<file path="config.mk">
export PLATFORM = sky130hd
export DESIGN_NAME = rstc_top
export DESIGN_NICKNAME = d
export VERILOG_FILES = /design/src/rtl/rstc_pkg.sv /design/src/rtl/rstc_evt_decode.sv /design/src/rtl/rstc_drt.sv /design/src/rtl/rstc_flags.sv /design/src/rtl/rstc_top.sv
export SDC_FILE = /design/constraint.sdc
export NUM_CORES = 1
export LEC_CHECK = 0
export BUFFER_PORTS_ARGS = -buffer_cell sky130_fd_sc_hd__clkbuf_2
export CORE_MARGIN = 5
export CORE_UTILIZATION = 37
export CTS_BUF_LIST = sky130_fd_sc_hd__clkbuf_8
export DETAILED_ROUTE_END_ITERATION = 8
export GPL_ROUTABILITY_DRIVEN = 1
export SYNTH_ARGS = -nofsm -noshare
export SYNTH_HDL_FRONTEND = slang
export SYNTH_HIERARCHICAL = 1
export SYNTH_SLANG_ARGS = --single-unit
</file>
<file path="constraint.sdc">
create_clock -name clk -period 1.9 [get_ports clk]
set_clock_uncertainty 0.15 [all_clocks]
set_input_delay 0.095 -clock clk [delete_from_list [all_inputs] [get_ports clk]]
set_output_delay 0.095 -clock clk [all_outputs]
set_load 0.03 [all_outputs]
</file>
<file path="src/rtl/rstc_pkg.sv">
package rstc_pkg;

  // Decoded events for one clock edge
  typedef struct packed {
    logic power;   // power-up: rst, or por while awake
    logic trig;    // any cause that (re)arms the reset hold
    logic wdt;     // watchdog time-out
    logic clrwdt;  // watchdog clear strobe
    logic sleep;   // sleep entry strobe
    logic pin_hi;  // clear pin reads released
  } rstc_evt_t;

endpackage

</file>
<file path="src/rtl/rstc_evt_decode.sv">
module rstc_evt_decode
  import rstc_pkg::*;
(
  input  logic      rst,
  input  logic      por_i,
  input  logic      mclr_n_i,
  input  logic      wdt_to_i,
  input  logic      sleep_enter_i,
  input  logic      clrwdt_i,
  input  logic      asleep_i,
  output rstc_evt_t ev_o
);

  logic power_w;

  // Power detector is masked while the core sleeps
  assign power_w = rst | (por_i & ~asleep_i);

  always_comb begin
    ev_o        = '0;
    ev_o.power  = power_w;
    ev_o.trig   = power_w | ~mclr_n_i | wdt_to_i;
    ev_o.wdt    = wdt_to_i;
    ev_o.clrwdt = clrwdt_i;
    ev_o.sleep  = sleep_enter_i;
    ev_o.pin_hi = mclr_n_i;
  end

endmodule

</file>
<file path="src/rtl/rstc_drt.sv">
module rstc_drt
  import rstc_pkg::*;
#(
  parameter int DRT_CYCLES = 360000
) (
  input  logic      clk,
  input  logic      rst,
  input  rstc_evt_t ev_i,
  output logic      hold_o
);

  localparam int CNT_W = (DRT_CYCLES > 2) ? $clog2(DRT_CYCLES) : 1;
  localparam logic [CNT_W-1:0] LAST = CNT_W'(DRT_CYCLES - 1);

  logic             hold_q;
  logic [CNT_W-1:0] cnt_q;

  always_ff @(posedge clk) begin
    if (ev_i.trig) begin
      hold_q <= 1'b1;
      cnt_q  <= '0;
    end else if (hold_q) begin
      if (cnt_q == LAST) begin
        hold_q <= 1'b0;
        cnt_q  <= '0;
      end else begin
        cnt_q <= cnt_q + 1'b1;
      end
    end
  end

  assign hold_o = hold_q;

  AST_TRIG_ARMS: assert property (@(posedge clk) disable iff (rst)
    ev_i.trig |=> hold_q);

  AST_RELEASE_NEEDS_PIN: assert property (@(posedge clk) disable iff (rst)
    (hold_q && !ev_i.pin_hi) |=> hold_q);

  AST_COUNT_BOUNDED: assert property (@(posedge clk) disable iff (rst)
    hold_q |-> (cnt_q <= LAST));

  AST_IDLE_COUNT_ZERO: assert property (@(posedge clk) disable iff (rst)
    !hold_q |-> (cnt_q == '0));

endmodule

</file>
<file path="src/rtl/rstc_flags.sv">
module rstc_flags
  import rstc_pkg::*;
(
  input  logic      clk,
  input  logic      rst,
  input  rstc_evt_t ev_i,
  output logic      to_o,
  output logic      pd_o
);

  logic to_q;
  logic pd_q;

  always_ff @(posedge clk) begin
    if (ev_i.power) begin
      to_q <= 1'b1;
      pd_q <= 1'b1;
    end else begin
      if (ev_i.wdt)
        to_q <= 1'b0;
      else if (ev_i.clrwdt || ev_i.sleep)
        to_q <= 1'b1;

      if (ev_i.sleep)
        pd_q <= 1'b0;
      else if (ev_i.clrwdt)
        pd_q <= 1'b1;
    end
  end

  assign to_o = to_q;
  assign pd_o = pd_q;

  AST_POWER_SETS_FLAGS: assert property (@(posedge clk) disable iff (rst)
    ev_i.power |=> (to_q && pd_q));

  AST_WDT_CLEARS_TO: assert property (@(posedge clk) disable iff (rst)
    (ev_i.wdt && !ev_i.power) |=> !to_q);

  AST_SLEEP_CLEARS_PD: assert property (@(posedge clk) disable iff (rst)
    (ev_i.sleep && !ev_i.power) |=> !pd_q);

  AST_PIN_KEEPS_FLAGS: assert property (@(posedge clk) disable iff (rst)
    (!ev_i.power && !ev_i.wdt && !ev_i.clrwdt && !ev_i.sleep)
      |=> ($stable(to_q) && $stable(pd_q)));

endmodule

</file>
<file path="src/rtl/rstc_top.sv">
module rstc_top
  import rstc_pkg::*;
#(
  parameter int DRT_CYCLES = 360000
) (
  input  logic clk,
  input  logic rst,
  input  logic por_i,
  input  logic mclr_n_i,
  input  logic wdt_to_i,
  input  logic sleep_enter_i,
  input  logic clrwdt_i,
  input  logic asleep_i,
  output logic chip_rst_o,
  output logic to_o,
  output logic pd_o
);

  rstc_evt_t ev;

  rstc_evt_decode u_dec (
    .rst           (rst),
    .por_i         (por_i),
    .mclr_n_i      (mclr_n_i),
    .wdt_to_i      (wdt_to_i),
    .sleep_enter_i (sleep_enter_i),
    .clrwdt_i      (clrwdt_i),
    .asleep_i      (asleep_i),
    .ev_o          (ev)
  );

  rstc_drt #(.DRT_CYCLES(DRT_CYCLES)) u_drt (
    .clk    (clk),
    .rst    (rst),
    .ev_i   (ev),
    .hold_o (chip_rst_o)
  );

  rstc_flags u_flags (
    .clk  (clk),
    .rst  (rst),
    .ev_i (ev),
    .to_o (to_o),
    .pd_o (pd_o)
  );

  AST_SLEEP_POR_IGNORED: assert property (@(posedge clk) disable iff (rst)
    (asleep_i && por_i && mclr_n_i && !wdt_to_i && !clrwdt_i && !sleep_enter_i)
      |=> ($stable(to_o) && $stable(pd_o)));

endmodule

</file>
==> metrics.txt <==
status complete, no violations; TritonCTS buffer count 3; total vias in the final route 952; synthesized area 1070 µm²; starting density of the core 38.8%; initial antenna violation count 0; Worst Hold Slack 0.0342 ns; clk sinks 22; commonest cells after routing, fill and taps aside nor2_1, dfxtp_1, buf_4; Hold Path Sink u_drt/cnt_q[2]; total grt overflow 0; routed wire length 2.32 mm; H-Tree Depth 1; Core Region 2760 µm²; # DRC 0; Final setup viols 0; Slew HR 77.6%; Die ar. 4070 µm²; clk slew on worst S/H paths 0.08 ns; Final Slew Violations 0; synthesized area per cell 8.49 µm²; final hold vios 0; CTS tree built; hold wc startpoint rst; Synth Instances 126; RSZ-0062 raised after global routing yes; min Tclk post-route 1.81 ns; layout cells sized above 1 26.5%; dpl ws 0.0503 ns; IO Port Bufs 10; 1st-iter DRT viols 27; GP Congestion 0.859; FILL cells 255; Worst EP arrival 1.85 ns; Syn. warnings 6; Detail Placement HPWL 1.71 mm; Int Pwr 0.668 mW; Setup CP Type reg -> reg; CTS Buffer Depth 2; P_sw 0.171 mW; cell depth of the worst hold path 3; Global Route Usage Sum 11.9%; Std-Cell Rows 19; Reg area 452 µm²; R2R Path End u_drt/cnt_q[15]; Fmax 552 MHz; worst-path fanout max 8; Setup TNS 0 ns; DR WL/cell 12.7 µm; multi-input logic area 572 µm²; Final Cycle Share 95.3%; Hold Path Class in -> reg; worst IR drop on VDD 0.000605 V; # diodes 0; Worst setup SP type register; Crit path required time 1.94 ns; first-pass iteration count of the detailed router 4; Final WS setup 0.0899 ns; CP endpoint kind register; vias in the first global route 939; PD cells 631 nW/µm²; largest net degree at the start of global routing 13; Die Width 63.8 µm; share of power burned in registers 55.3%; Clock power frac 39.8%; Max-Cap Viols 0; nets@finish 161; Tightest Pin Transition 0.333 ns; Reg-to-Reg Start u_drt/cnt_q[6]; Reg2Reg Depth 4; Routed Antenna Nets 0; net count after synthesis 135; num ports 11; Sw Ratio 20.4%; Leakage 0.478 nW; first-pass GRT wire length 3.96 mm; setup slack, reg-to-reg 0.09 ns; Area Growth Syn to Fin 24.4%; Root Driver clkbuf_8; combinational share of power 4.9%; Worst-Skew Late Latency 0.26 ns; vias per inst 5.23; Die Ht 63.8 µm
-- through the flow --
| step | instance area (µm²) | std cells | util [%] | power (mW) |
|---|---|---|---|---|
| CTS | 1310 | 181 | 47.3 | 0.851 |
| finish | 1330 | 182 | 48.3 | 0.839 |
| floorplan | 1070 | 126 | - | 0.501 |
| detailed placement | 1210 | 173 | 43.9 | 0.512 |
| global placement | 1210 | 173 | 43.9 | 0.510 |
| global route | 1330 | 182 | 48.3 | 0.876 |
-- area by class of cell --
cell class                      instances  area share (%)
Sequential cell                        22            33.9
Clock buffer                            4            4.14
Inverter                                7            1.97
Timing Repair Buffer                   27            14.1
Tap cell                               31            2.91
Multi-Input combinational cell         91            43.0
-- worst max-delay path, cell delays in order, from the launching register on --
cell,delay [ns]
dfxtp_4,0.38
nand4_4,0.16
or4_4,0.58
or3_1,0.32
a21oi_1,0.16
-- worst max-delay path by stage --
| stage | start | to | slack [ns] |
|---|---|---|---|
| floorplan | u_drt/cnt_q[0] | u_drt/cnt_q[18] | 0.009 |
| global placement | u_drt/cnt_q[6] | u_drt/cnt_q[13] | 0.09 |
| detailed placement | u_drt/cnt_q[4] | u_drt/cnt_q[15] | 0.05 |
| CTS | u_drt/cnt_q[4] | u_drt/cnt_q[15] | 0.03 |
| global route | u_drt/cnt_q[8] | u_drt/cnt_q[13] | -0.002 |
| finish | u_drt/cnt_q[6] | u_drt/cnt_q[15] | 0.09 |
-- registers in the layout (all words and copies together) (netlist names) --
name,count
u_drt/cnt_q,19
u_drt/hold_o,1
u_flags/to_o,1
u_flags/pd_o,1
-- power by group through the flow --
| stage | Combinational (mW) | Clock, mW | Sequential, mW |
|---|---|---|---|
| 3_5_place_dp | 0.0346 | 0 | 0.477 |
| 4_1_cts | 0.0412 | 0.343 | 0.466 |
| 3_3_place_gp | 0.0336 | 0 | 0.477 |
| 2_1_floorplan | 0.0191 | 0 | 0.482 |
| 5_1_grt | 0.0452 | 0.365 | 0.465 |
| 6_report | 0.0409 | 0.334 | 0.465 |
-- timing repair --
item                       CTS  global route
hold buffers                 4             0
setup endpoints to repair    0             3
setup buffers                0             1
gates resized for setup      0             9
hold endpoints to repair     2             0
-- routing by layer --
| layer | GRT usage [%] | wire length [µm] | part of all wire [%] |
|---|---|---|---|
| met4 | 2.86 | 17 | 0.73 |
| met3 | 3.15 | 94 | 4.1 |
| met5 | 0 | 0 | 0 |
| met1 | 14.0 | 1050 | 45 |
| met2 | 21.3 | 1160 | 50 |
Power figures use the tool's default switching activity.
